[src/rtl/tt_pkg.sv]
package tt_pkg;
    localparam int TAG_W = 16;
    localparam int RES_W = 3;
    localparam int DIV_W = 6;

    typedef enum logic [1:0] {
        SRC_TIMER  = 2'd0,
        SRC_EXTERN = 2'd1,
        SRC_STROBE = 2'd2
    } src_state_t;

    localparam logic [RES_W-1:0] CODE_EXTERN = 3'd6;
    localparam logic [RES_W-1:0] CODE_STROBE = 3'd7;
endpackage

[src/rtl/tt_tick_gen.sv]
module tt_tick_gen
    import tt_pkg::*;
#(
    parameter int CLK_PER_US = 4
) (
    input  logic             clk,
    input  logic             rst_n,
    input  logic             restart,
    input  logic [RES_W-1:0] res_sel,
    output logic             tick
);
    localparam int US_W = (CLK_PER_US > 1) ? $clog2(CLK_PER_US) : 1;
    localparam logic [US_W-1:0] US_LAST = US_W'(CLK_PER_US - 1);

    logic [US_W-1:0]  us_cnt;
    logic [DIV_W-1:0] div_cnt;
    logic [DIV_W-1:0] div_last;
    logic             us_tick;

    // period in microseconds is 2^(code+1); last count is one less
    always_comb begin
        div_last = DIV_W'((7'd2 << res_sel) - 7'd1);
        us_tick  = (us_cnt == US_LAST);
        tick     = us_tick && (div_cnt == div_last);
    end

    always_ff @(posedge clk or negedge rst_n) begin
        if (!rst_n) begin
            us_cnt  <= '0;
            div_cnt <= '0;
        end else if (restart) begin
            us_cnt  <= '0;
            div_cnt <= '0;
        end else begin
            us_cnt <= us_tick ? '0 : us_cnt + 1'b1;
            if (us_tick) begin
                div_cnt <= (div_cnt == div_last) ? '0 : div_cnt + 1'b1;
            end
        end
    end


    tick_gap_chk: assert property (@(posedge clk) disable iff (!rst_n)
        tick |=> !tick);
endmodule

[src/rtl/tt_ext_edge.sv]
module tt_ext_edge (
    input  logic clk,
    input  logic rst_n,
    input  logic ext_clk,
    output logic ext_rise
);
    logic meta_q, sync_q, prev_q;

    always_ff @(posedge clk or negedge rst_n) begin
        if (!rst_n) begin
            meta_q <= 1'b0;
            sync_q <= 1'b0;
            prev_q <= 1'b0;
        end else begin
            meta_q <= ext_clk;
            sync_q <= meta_q;
            prev_q <= sync_q;
        end
    end

    assign ext_rise = sync_q & ~prev_q;


    ext_single_chk: assert property (@(posedge clk) disable iff (!rst_n)
        ext_rise |=> !ext_rise);
endmodule

[src/rtl/tt_src_fsm.sv]
module tt_src_fsm
    import tt_pkg::*;
(
    input  logic             clk,
    input  logic             rst_n,
    input  logic [RES_W-1:0] res_sel,
    input  logic             timer_tick,
    input  logic             ext_rise,
    input  logic             sw_step,
    output logic             restart,
    output logic             inc
);
    src_state_t       state_q, state_d;
    logic [RES_W-1:0] code_q;

    always_comb begin
        unique case (res_sel)
            CODE_EXTERN: state_d = SRC_EXTERN;
            CODE_STROBE: state_d = SRC_STROBE;
            default:     state_d = SRC_TIMER;
        endcase
    end

    always_ff @(posedge clk or negedge rst_n) begin
        if (!rst_n) begin
            state_q <= SRC_TIMER;
            code_q  <= '0;
        end else begin
            state_q <= state_d;
            code_q  <= res_sel;
        end
    end

    always_comb begin
        restart = (res_sel != code_q);
        unique case (state_q)
            SRC_TIMER:  inc = timer_tick;
            SRC_EXTERN: inc = ext_rise;
            SRC_STROBE: inc = sw_step;
            default:    inc = 1'b0;
        endcase
    end


    strobe_gate_chk: assert property (@(posedge clk) disable iff (!rst_n)
        (state_q != SRC_STROBE && sw_step && !timer_tick && !ext_rise) |-> !inc);
endmodule

[src/rtl/time_tag_counter.sv]
module time_tag_counter
    import tt_pkg::*;
#(
    parameter int CLK_PER_US = 4
) (
    input  logic        clk,
    input  logic        rst_n,
    input  logic [2:0]  res_sel,
    input  logic        ext_clk,
    input  logic        sw_step,
    input  logic        clr_on_sync,
    input  logic        load_on_sync,
    input  logic        sync_clr,
    input  logic        sync_load,
    input  logic [15:0] sync_data,
    input  logic        host_wr,
    input  logic [15:0] host_wdata,
    output logic [15:0] tag_value,
    output logic        rollover
);
    logic             timer_tick, ext_rise, restart, inc;
    logic             load_hit, clr_hit;
    logic [TAG_W-1:0] cnt_q;
    logic             roll_q;

    tt_src_fsm u_fsm (
        .clk        (clk),
        .rst_n      (rst_n),
        .res_sel    (res_sel),
        .timer_tick (timer_tick),
        .ext_rise   (ext_rise),
        .sw_step    (sw_step),
        .restart    (restart),
        .inc        (inc)
    );

    tt_tick_gen #(.CLK_PER_US(CLK_PER_US)) u_tick (
        .clk     (clk),
        .rst_n   (rst_n),
        .restart (restart),
        .res_sel (res_sel),
        .tick    (timer_tick)
    );

    tt_ext_edge u_ext (
        .clk      (clk),
        .rst_n    (rst_n),
        .ext_clk  (ext_clk),
        .ext_rise (ext_rise)
    );

    assign load_hit = sync_load & load_on_sync;
    assign clr_hit  = sync_clr & clr_on_sync;

    always_ff @(posedge clk or negedge rst_n) begin
        if (!rst_n) begin
            cnt_q  <= '0;
            roll_q <= 1'b0;
        end else begin
            roll_q <= 1'b0;
            if (host_wr) begin
                cnt_q <= host_wdata;
            end else if (load_hit) begin
                cnt_q <= sync_data;
            end else if (clr_hit) begin
                cnt_q <= '0;
            end else if (inc) begin
                cnt_q  <= cnt_q + 1'b1;
                roll_q <= &cnt_q;
            end
        end
    end

    assign tag_value = cnt_q;
    assign rollover  = roll_q;


    host_wr_chk: assert property (@(posedge clk) disable iff (!rst_n)
        host_wr |=> (tag_value == $past(host_wdata)));

    roll_zero_chk: assert property (@(posedge clk) disable iff (!rst_n)
        rollover |-> (tag_value == 16'h0000));

    roll_single_chk: assert property (@(posedge clk) disable iff (!rst_n)
        rollover |=> !rollover);

    step_size_chk: assert property (@(posedge clk) disable iff (!rst_n)
        (!host_wr && !load_hit && !clr_hit) |=>
        (tag_value == $past(tag_value) || tag_value == $past(tag_value) + 16'd1));
endmodule

[config.mk]
export PLATFORM = sky130hd
export DESIGN_NAME = time_tag_counter
export DESIGN_NICKNAME = d
export VERILOG_FILES = /design/src/rtl/tt_pkg.sv /design/src/rtl/tt_tick_gen.sv /design/src/rtl/tt_ext_edge.sv /design/src/rtl/tt_src_fsm.sv /design/src/rtl/time_tag_counter.sv
export SDC_FILE = /design/constraint.sdc
export NUM_CORES = 1
export LEC_CHECK = 0
export BUFFER_PORTS_ARGS = -buffer_cell sky130_fd_sc_hd__buf_2
export CAP_MARGIN = 5
export CORE_MARGIN = 4
export CORE_UTILIZATION = 45
export DETAILED_ROUTE_END_ITERATION = 8
export PLACE_DENSITY = 0.7
export SYNTH_ARGS = -nofsm -noshare
export SYNTH_HDL_FRONTEND = slang
export SYNTH_SLANG_ARGS = --single-unit
[constraint.sdc]
create_clock -name clk -period 4.9 [get_ports clk]
set_input_delay 0.98 -clock clk [delete_from_list [all_inputs] [get_ports clk]]
set_output_delay 0.98 -clock clk [all_outputs]
set_load 0.01 [all_outputs]
==> parameters.txt, run 1 <==
Parameter                              Value

Synthesis
  Simple-gate area share of the yosys netlist    0.233
  Number of enable flip-flop cells after synthesis    0
  Portion of netlist area occupied by mux cells    0.0505
  Net count after synthesis    292
  Parity-gate share of the synthesized area counting xor and xnor cells    0.0517
  Post-synthesis cell count    between 200 and 250
  Post-synth top area share    0.375
  Post-synthesis cell type with the largest combined area    dfrtp_1
  Most used flip-flop cell after synthesis    dfrtp_1
  Share of flip-flops with an asynchronous set or reset    1.00
  Compound-gate portion of the synthesized area    0.222
  Number of warnings issued by yosys    0
  Average footprint of a synthesized cell    about 9 um^2
  Sequential cell area fraction in the yosys report    0.375
  Dominant cells by area after synthesis    dfrtp_1 (37%), nand2_1 (5.1%), nand3_1 (3.6%)
  Flop and latch count out of synthesis    33
  Adder and majority cell fraction of the synthesized area    0.0227
  Dominant combinational cell family by area after synthesis    simple AND/OR/NAND/NOR gates
  Mapped Area    2200 um^2
  Count of cell types in the netlist    55

Clocking
  # H-tree levels    2
  Clock Pin Slew Worst Setup and Hold Paths    approximately 0.070 ns
  Maximum root-to-sink buffer count    2
  Post-CTS setup buffer count    0
  Post-CTS Hold Buffers    0
  Buffer cell driving the clock tree root    clkbuf_8
  Number of buffers inserted during clock tree synthesis    5
  Number of clock sinks    33
  Clock tree from TritonCTS    yes
  Count of instances resized after the clock tree is built    0
  Latest clock arrival within the worst-skew pair    0.28 ns

Global route
  Number of global-route vias before repair    around 2100
  Pin count of the biggest net entering global routing    37
  Overall fraction of global-route tracks in use    0.200
  Overflow after GRT    0
  First-pass GRT wire length    9670 um
  Number of antenna violations at the first check in global routing    0

Die
  Effective utilization at floorplan    0.466
  Std-Cell Rows    25
  # IOs    between 60 and 70
  Die ar.    6080 um^2
  Die width    78.0 um
  Area inside the core boundary    approximately 4700 um^2
  Height of the chip    78.0 um

Routing
  Total via count after detailed routing    between 2000 and 2500
  First drt pass iteration count    4
  Average wire length per cell after detail routing    between 15 and 20 um
  Routed Antenna Nets    0
  Number of DRC violations after detailed-routing iteration 0    81
  Total Routed Length    5820 um
  Drt drc    0
  Via-to-Cell Ratio    ~5.7

Placement
  Placed cells    approximately 360
  Count of buffers inserted at the top-level ports    60
  Final RePlAce weighted congestion    0.803
  HPWL Detailed    ~4200 um

Status
  Run status    finished, final reports clean

Min path
  Worst min-delay path category    reg -> reg
  Cell depth of the worst hold path    0

Layout
  Proportion of layout cells with a drive suffix above 1    0.267
  Total area of multi-input combinational cells    1280 um^2
  Layout overhead on the synthesized area    18.4%
  Count of fill cells added during filler insertion    451
  Count of antenna diodes in the layout    0
  Final std cells w/o fill    367
  Post-Route Utilization    0.552
  Total number of nets in the final design    347
  FF+latch area    just over 800 um^2

Timing
  Sum Neg Setup Slack    0 ns
  Worst clock skew    about 0.0077 ns
  RSZ-0062 raised after global routing    no
  Post-route minimum period    3.68 ns
  Headroom to the max-slew limit    0.505
  Hold Violations, Final    0
  Final setup viols    0
  Slew at the pin closest to its max-slew limit    0.742 ns
  Share of the clock period used by the worst path    0.752
  Timing-limited maximum frequency    271 MHz
  Pins over their slew limit    0

Power and ir drop
  VDD IR max    163 uV
  Power density over the cells    about 270 nW/um^2
  Leakage    ~1.2 nW

Worst setup path
  Data arrival at the endpoint of the critical path    3.85 ns
  Kind of cell adding the most delay to the critical path    simple AND/OR/NAND/NOR gates
  WP data required    5.06 ns
  Buf/Inv on CP    1
  Peak fanout along the critical path    15
  Worst setup path category    in -> reg
  CP Cell Sequence    buf_2 > or3_2 > ha_1 > nor4b_1 > nor4_1 > o221a_4 > nor3_4 > mux2_2
  Cells on worst reg2reg path    6
  Critical path launch point type    input pin
  Slowest stage delay, CP    0.60 ns
  Sort of element at the end of the critical path    register
  Crit path depth    8
  Slowest stage cell on the critical path    nor3_4

Job
  Number of max-cap violations    0
-- final cells by class --
| cell class | count | share of cell area |
|---|---|---|
| Sequential cell | 33 | 0.317 |
| Tap cell | 67 | 0.0321 |
| Inverter | 8 | 0.0115 |
| Clock inverter | 2 | 0.00384 |
| Multi-Input combinational cell | 190 | 0.490 |
| Clock buffer | 6 | 0.0278 |
| Timing Repair Buffer | 61 | 0.118 |
-- per-stage QoR --
step / hold slack (ns) / power (mW) / setup WS (ns) / area [um^2]
after floorplan: 0.331 / 0.433 / 1.44 / 2200
final: 0.357 / 0.692 / 1.22 / 2610
after CTS: 0.359 / 0.696 / 1.25 / 2610
after global routing: 0.372 / 0.735 / 1.11 / 2610
after global placement: 0.332 / 0.498 / 1.11 / 2530
after detailed placement: 0.343 / 0.500 / 0.945 / 2530
-- final timing paths --
kind | slack (ns) | from | to
setup reg to reg | 2.51 | u_tick.us_cnt[0]$_DFF_PN0_ | tag_value[14]$_DFFE_PN0P_
hold reg to reg | 0.36 | u_ext.meta_q$_DFF_PN0_ | u_ext.sync_q$_DFF_PN0_
hold / removal | 0.36 | u_ext.meta_q$_DFF_PN0_ | u_ext.sync_q$_DFF_PN0_
min in group asynchronous | 0.76 | rst_n | u_tick.div_cnt[5]$_DFFE_PN0P_
max in group asynchronous | 3.66 | rst_n | tag_value[0]$_DFFE_PN0P_
setup / recovery | 1.22 | res_sel[2] | tag_value[3]$_DFFE_PN0P_
-- cell usage in the layout (no fill, tap or decap), types with 3 or more instances in the layout --
cell and instances:
inv_1 8, nand2b_1 5, nor3b_1 3, clkbuf_8 5, nand3_1 16, and3_1 4, nor4_1 6, xor2_1 5
o21ai_0 9, a22oi_1 6, xnor2_1 8, dfrtp_1 33, a21oi_1 13, a211oi_1 3, mux2_2 5, ha_1 4
o31ai_1 5, nand4_1 5, mux2i_1 4, a31oi_1 3, buf_2 60, nand2_1 30, nor2_1 13, and2_1 4
o221ai_1 6
-- power breakdown --
part / internal [mW] / leakage (nW) / switching, mW / total [mW]
Combinational: 0.0747 / 0.710 / 0.0917 / 0.166
Sequential: 0.296 / 0.415 / 0.0340 / 0.330
Clock: 0.0984 / 0.0450 / 0.0973 / 0.196
Total: 0.469 / 1.17 / 0.223 / 0.692
-- logic make-up (layout without fill, tap and decap cells) --
| kind of cell | Yosys count | count (layout) |
|---|---|---|
| AND/OR/NAND/NOR | 97 | 97 |
| AO/OA/AOI/OAI | 66 | 66 |
| flip-flops | 33 | 33 |
| buffers and inverters | 21 | 77 |
| XOR/XNOR | 13 | 13 |
| multiplexers | 10 | 10 |
| adder cells (fa/ha/maj) | 4 | 4 |
-- registers in the layout, summed over array words and instances, names as in the netlist --
signal and count:
u_fsm.code_q 3, u_fsm.state_q 2, tag_value 16, rollover 1, u_tick.div_cnt 6, u_ext.sync_q 1
u_ext.prev_q 1, u_tick.us_cnt 2, u_ext.meta_q 1
-- cell usage after synthesis, types with 2 or more instances --
cell and count:
o221ai_1 6, a31oi_1 3, nand3_1 16, ha_1 4, xor2_1 5, mux2i_1 4, nand2_1 30, clkbuf_1 8
xnor2_1 8, o211ai_1 2, mux2_2 5, o41ai_1 2, nor3b_1 3, a22oi_1 6, o31ai_1 5, inv_1 8
a211oi_1 3, and2_1 4, o21ai_0 9, buf_6 2, and3_1 4, nand2b_1 5, a22o_1 2, nand4_1 5
nor2_1 13, o211a_1 2, nor4_1 6, o31a_1 2, a221oi_1 2, dfrtp_1 33, a21oi_1 13
-- per-layer routing --
layer,share of wire,wire (um),track usage,vias to the layer above
met5,0,0,0,-
met4,0.020,119,0.0804,0
met3,0.052,301,0.0487,10
met2,0.48,2770,0.318,64
met1,0.45,2630,0.259,990
li1,-,-,-,1036
Note: power is estimated with default switching activity, not from simulation.
==> inputs of run 2 (changes only) <==
==> constraint.sdc (replaced) <==
create_clock -name clk -period 3.6 [get_ports clk]
set_input_delay 0.72 -clock clk [delete_from_list [all_inputs] [get_ports clk]]
set_output_delay 0.72 -clock clk [all_outputs]
set_load 0.01 [all_outputs]
==> run 2 against run 1 <==
Clock-buffer cell count fell by 1. Clock power rose by 110%. Global-route usage is 0.28 points lower. Sequential cell count unchanged. Critical endpoint unchanged. Critical path depth increased by 1. Clock skew is essentially flat. Sequential power rose by 36%. Critical path type unchanged. Die area unchanged. Final cell count up 0.54%. Non-clock buffer count is 2 higher. Highest routed layer unchanged. Power up 59%. Via count grew 1.1%.
==> parameters.txt, run 2 (same netlist as run 1, synthesis figures left out) <==
Parameter                              Value

Power and ir drop
  VDD IR max    310 uV (+91%)
  Power consumption    1.10 mW (+59%)
  Power density over the cells    410 nW/um^2 (+55%)
  Leakage    1.20 nW (+2.9%)

Timing
  Share of the clock period used by the worst path    0.841
  Worst clock skew    0.00812 ns (+0.000452 ns)
  Final setup viols    0 (unchanged)
  Pins over their slew limit    0 (unchanged)
  RSZ-0062 raised after global routing    no
  Headroom to the max-slew limit    0.490 (-0.0151)
  Timing-limited maximum frequency    330 MHz
  Sum Neg Setup Slack    0 ns (unchanged)
  Post-route minimum period    between 3 and 4 ns
  Hold Violations, Final    0 (unchanged)
  Worst hold margin    0.363 ns (+0.00598 ns)
  Slew at the pin closest to its max-slew limit    0.765 ns (+0.0226 ns)

Die
  Die ar.    6080 um^2 (unchanged)
  Die width    78.0 um (unchanged)
  Area inside the core boundary    4720 um^2 (unchanged)
  Std-Cell Rows    25 (unchanged)
  Effective utilization at floorplan    0.466 (unchanged)
  # IOs    61 (unchanged)
  Height of the chip    78.0 um (unchanged)

Placement
  Count of buffers inserted at the top-level ports    60 (unchanged)
  Placed cell areas    2540 um^2 (+0.59%)
  HPWL Detailed    4260 um (+0.20%)
  Placed cells    361 (+0.56%)
  Final RePlAce weighted congestion    0.821 (+2.3%)

Layout
  Final std cells w/o fill    369 (+0.54%)
  Design area    2680 um^2 (+2.5%)
  Proportion of layout cells with a drive suffix above 1    0.275 (+0.00817)
  Layout overhead on the synthesized area    21.4%
  Most common cell after layout, fill and taps aside    buf_2
  Total number of nets in the final design    349 (+0.58%)
  Largest register FFs    16 (unchanged)
  Count of antenna diodes in the layout    0 (unchanged)
  Most frequent cells in the layout    buf_2 (60), dfrtp_1 (33), nand2_1 (30)

Global route
  Overall fraction of global-route tracks in use    0.197 (-0.00279)
  Overflow after GRT    0 (unchanged)
  First-pass GRT wire length    9570 um (-0.99%)
  Number of antenna violations at the first check in global routing    0 (unchanged)
  Number of global-route vias before repair    1993 (-2.8%)
  Pin count of the biggest net entering global routing    37 (unchanged)

Clocking
  Clock tree from TritonCTS    yes
  Post-CTS setup buffer count    0 (unchanged)
  Count of instances resized after the clock tree is built    0 (unchanged)
  Maximum root-to-sink buffer count    2 (unchanged)
  Post-CTS Hold Buffers    0 (unchanged)
  Buffer cell driving the clock tree root    clkbuf_8
  Latest clock arrival within the worst-skew pair    0.29 ns (about the same)
  Number of clock sinks    33 (unchanged)
  Clock Pin Slew Worst Setup and Hold Paths    0.07 ns (about the same)
  # H-tree levels    2 (unchanged)
  Number of buffers inserted during clock tree synthesis    5 (unchanged)

Status
  Run status    finished, final reports clean

Worst setup path
  Peak fanout along the critical path    13 (-2)
  WP data required    3.77 ns (-1.29 ns)
  Data arrival at the endpoint of the critical path    3.20 ns (-0.65 ns)
  Worst setup path category    in -> reg
  Sort of element at the end of the critical path    register
  Critical path launch point type    input pin

Routing
  Average wire length per cell after detail routing    16.0 um (+0.62%)
  Drt drc    0 (unchanged)
  Total Routed Length    5890 um (+1.2%)
  Total via count after detailed routing    2124 (+1.1%)
  First drt pass iteration count    4 (unchanged)
  Routed Antenna Nets    0 (unchanged)
  Via-to-Cell Ratio    5.76 (+0.59%)
  Number of DRC violations after detailed-routing iteration 0    193 (+140%)

Min path
  Worst min-delay path category    reg -> reg

Job
  Number of max-cap violations    0 (unchanged)
-- run 2: cell count changes in the layout (fill, tap and decap cells not counted), sizes merged --
cell,before,now
clkinv,2,1
buf,61,63
bufinv,0,2
clkbuf,6,5
-- run 2: worst paths after layout --
kind	start	slack, ns	endpoint	cells after the start
min in group asynchronous	rst_n	0.50	u_fsm.code_q[1]$_DFF_PN0_	1
worst max register to register	u_tick.us_cnt[0]$_DFF_PN0_	1.19	tag_value[14]$_DFFE_PN0P_	7
worst min register to register	u_ext.meta_q$_DFF_PN0_	0.36	u_ext.sync_q$_DFF_PN0_	0
max in group asynchronous	rst_n	2.61	tag_value[3]$_DFFE_PN0P_	1
worst max-delay path	res_sel[2]	0.57	tag_value[3]$_DFFE_PN0P_	9
worst min-delay path	u_ext.meta_q$_DFF_PN0_	0.36	u_ext.sync_q$_DFF_PN0_	0
-- run 2: layout make-up --
| class | count | area (um^2) |
|---|---|---|
| Inverter | 8 | 30.0 |
| Sequential cell | 33 | 826 |
| Clock inverter | 3 | 65.1 |
| Timing Repair Buffer | 63 | 323 |
| Tap cell | 67 | 83.8 |
| Clock buffer | 5 | 68.8 |
| Multi-Input combinational cell | 190 | 1280 |
| Fill cell | 454 | 2050 |
-- run 2: critical path, cell delays in order --
cell	delay, ns
buf_2	0.17
or3_2	0.49
ha_1	0.25
nor4b_1	0.41
nor4_1	0.16
o221a_4	0.29
nor3_4	0.18
buf_4	0.19
mux2_2	0.34
-- run 2: layer usage --
metal / vias up / routed length, um / global-route usage
met4: 0 / 97 / 0.0734
li1: 1039 / - / -
met3: 9 / 298 / 0.0441
met5: - / 0 / 0
met1: 1015 / 2700 / 0.269
met2: 61 / 2800 / 0.303
-- run 2: report_power, final --
group	switching, mW	internal, mW	total, mW
Clock	0.144	0.275	0.419
Sequential	0.0467	0.403	0.450
Combinational	0.125	0.104	0.229
-- run 2: through the flow --
stage          utilization  setup WS, ns
6_report             0.566         0.572
5_1_grt              0.566         0.382
4_1_cts              0.566         0.583
3_5_place_dp         0.538         0.264
3_3_place_gp         0.538         0.385
2_1_floorplan            -         0.404
==> inputs of run 3 (changes only) <==
--- a/config.mk
+++ b/config.mk
@@ -10,7 +10,7 @@
 export CORE_MARGIN = 4
 export CORE_UTILIZATION = 45
 export DETAILED_ROUTE_END_ITERATION = 8
-export PLACE_DENSITY = 0.7
+export PLACE_DENSITY = 0.73
 export SYNTH_ARGS = -nofsm -noshare
 export SYNTH_HDL_FRONTEND = slang
 export SYNTH_SLANG_ARGS = --single-unit
==> constraint.sdc (replaced) <==
create_clock -name clk -period 2.5 [get_ports clk]
set_input_delay 0.5 -clock clk [delete_from_list [all_inputs] [get_ports clk]]
set_output_delay 0.5 -clock clk [all_outputs]
set_load 0.01 [all_outputs]
==> run 3 against run 2 <==
Power increased by 39%. Clock skew decreased by 0.0025 ns. Sequential power is 44% higher. Die area unchanged. Non-clock buffer count increased by 11. Cell area is 4.7% higher. Largest cell class unchanged. Highest routed layer unchanged.
==> parameters.txt, run 3 (same netlist as run 1, synthesis figures left out) <==
Parameter                              Value

Status
  Run status    finished, final reports clean

Clocking
  Latest clock arrival within the worst-skew pair    0.29 ns (about the same)
  Number of clock sinks    33 (unchanged)
  Count of instances resized after the clock tree is built    0 (unchanged)
  Post-CTS Hold Buffers    0 (unchanged)
  # H-tree levels    2 (unchanged)
  Post-CTS setup buffer count    0 (unchanged)
  Number of buffers inserted during clock tree synthesis    5 (unchanged)
  Clock Pin Slew Worst Setup and Hold Paths    0.07 ns (about the same)
  Buffer cell driving the clock tree root    clkbuf_8
  Maximum root-to-sink buffer count    2 (unchanged)
  Clock tree from TritonCTS    yes

Layout
  Total number of nets in the final design    360 (+3.2%)
  Count of fill cells added during filler insertion    447 (-1.5%)
  Layout overhead on the synthesized area    27.1%
  FF+latch area    826 um^2 (unchanged)
  Proportion of layout cells with a drive suffix above 1    0.316 (+0.0415)
  Largest register FFs    16 (unchanged)
  Most frequent cells in the layout    buf_2 (60), dfrtp_1 (33), nand2_1 (30)
  Total area of multi-input combinational cells    1320 um^2 (+3.4%)
  Count of antenna diodes in the layout    0 (unchanged)
  Final std cells w/o fill    380 (+3.0%)
  Most common cell after layout, fill and taps aside    buf_2

Worst setup path
  Worst flop-to-flop path startpoint    u_tick.us_cnt[0]$_DFF_PN0_
  Kind of cell adding the most delay to the critical path    simple AND/OR/NAND/NOR gates
  Cells on worst reg2reg path    7 (unchanged)
  WP data required    2.67 ns (-1.10 ns)
  Register-to-Register Setup Slack    0.21 ns (-0.98 ns)
  Worst setup path category    in -> reg
  Critical path launch point type    input pin
  Crit path launch    res_sel[1]
  Peak fanout along the critical path    13 (unchanged)
  Slowest stage cell on the critical path    or3_4
  Crit path depth    9 (unchanged)
  End of the critical path    tag_value[1]$_DFFE_PN0P_
  Sort of element at the end of the critical path    register
  Data arrival at the endpoint of the critical path    2.54 ns (-0.66 ns)
  Buf/Inv on CP    2 (unchanged)
  Slowest stage delay, CP    0.39 ns (-0.10 ns)
  CP Cell Sequence    buf_2 > or3_4 > ha_4 > nor3b_1 > o31a_1 > o221a_4 > nor3_4 > buf_12 > mux2_2
  Worst R2R End    tag_value[0]$_DFFE_PN0P_

Die
  # IOs    61 (unchanged)
  Area inside the core boundary    4720 um^2 (unchanged)
  Die width    78.0 um (unchanged)
  Height of the chip    78.0 um (unchanged)
  Effective utilization at floorplan    0.466 (unchanged)
  Die ar.    6080 um^2 (unchanged)
  Std-Cell Rows    25 (unchanged)

Routing
  Total via count after detailed routing    2178 (+2.5%)
  Total Routed Length    5770 um (-2.0%)
  Routed Antenna Nets    0 (unchanged)
  Average wire length per cell after detail routing    15.2 um (-4.8%)
  Drt drc    0 (unchanged)
  Number of DRC violations after detailed-routing iteration 0    116 (-40%)
  First drt pass iteration count    4 (unchanged)
  Via-to-Cell Ratio    5.73 (-0.43%)

Power and ir drop
  Power consumption    1.53 mW (+39%)
  Power density over the cells    545 nW/um^2 (+33%)
  Leakage    1.26 nW (+4.5%)
  VDD IR max    261 uV (-16%)

Placement
  Worst slack, placed    -0.161 ns (-0.426 ns)
  Count of buffers inserted at the top-level ports    60 (unchanged)
  Final RePlAce weighted congestion    0.846 (+3.1%)
  Placed cells    372 (+3.0%)
  HPWL Detailed    4360 um (+2.4%)

Timing
  Worst hold margin    0.262 ns (-0.101 ns)
  Pins over their slew limit    0 (unchanged)
  Smallest setup slack after layout    0.130 ns (-0.443 ns)
  Sum Neg Setup Slack    0 ns (unchanged)
  Worst clock skew    0.00560 ns (-0.00252 ns)
  Slew at the pin closest to its max-slew limit    0.725 ns (-0.0393 ns)
  RSZ-0062 raised after global routing    no
  Post-route minimum period    2.37 ns
  Share of the clock period used by the worst path    0.948
  Timing-limited maximum frequency    422 MHz
  Final setup viols    0 (unchanged)
  Headroom to the max-slew limit    0.516 (+0.0262)
  Hold Violations, Final    0 (unchanged)

Global route
  Pin count of the biggest net entering global routing    36 (-2.7%)
  Overflow after GRT    0 (unchanged)
  Number of global-route vias before repair    2064 (+3.6%)
  First-pass GRT wire length    9540 um (-0.37%)
  Number of antenna violations at the first check in global routing    0 (unchanged)
  Overall fraction of global-route tracks in use    0.195 (-0.00178)

Job
  Number of max-cap violations    0 (unchanged)

Min path
  Worst min-delay path category    in -> async
[run 3: stage by stage]
step | instance area, um^2 | utilization
2_1_floorplan | 2260 | -
4_1_cts | 2800 | 0.593
3_3_place_gp | 2680 | 0.567
3_5_place_dp | 2680 | 0.567
5_1_grt | 2800 | 0.593
6_report | 2800 | 0.593
[run 3: area by class of cell]
class,instances,share of cell area
multi-input combinational,190,0.472
sequential,33,0.295
timing repair buffer,74,0.149
tap,67,0.0299
clock buffer,6,0.0295
clock inverter,2,0.0134
inverter,8,0.0107
[run 3: routing by layer]
metal / GRT usage / wire length, um / vias to the layer above
met5: 0 / 0 / -
met4: 0.0437 / 37 / 0
met3: 0.0568 / 487 / 8
met2: 0.337 / 2860 / 77
met1: 0.240 / 2390 / 1030
li1: - / - / 1063
[run 3: how the worst min path moves through the flow]
stage	slack, ns	depth (start not counted)	endpoint
2_1_floorplan	0.20	0	rollover$_DFF_PN0_
3_3_place_gp	0.33	0	u_ext.sync_q$_DFF_PN0_
3_5_place_dp	0.33	0	u_ext.sync_q$_DFF_PN0_
4_1_cts	0.29	1	tag_value[4]$_DFFE_PN0P_
5_1_grt	0.30	1	u_ext.meta_q$_DFF_PN0_
6_report	0.26	1	tag_value[4]$_DFFE_PN0P_
[run 3: report_power, final]
| group | leakage (nW) | internal [mW] | switching [mW] |
|---|---|---|---|
| Combinational | 0.784 | 0.165 | 0.184 |
| Clock | 0.0574 | 0.324 | 0.207 |
| Sequential | 0.415 | 0.581 | 0.0650 |
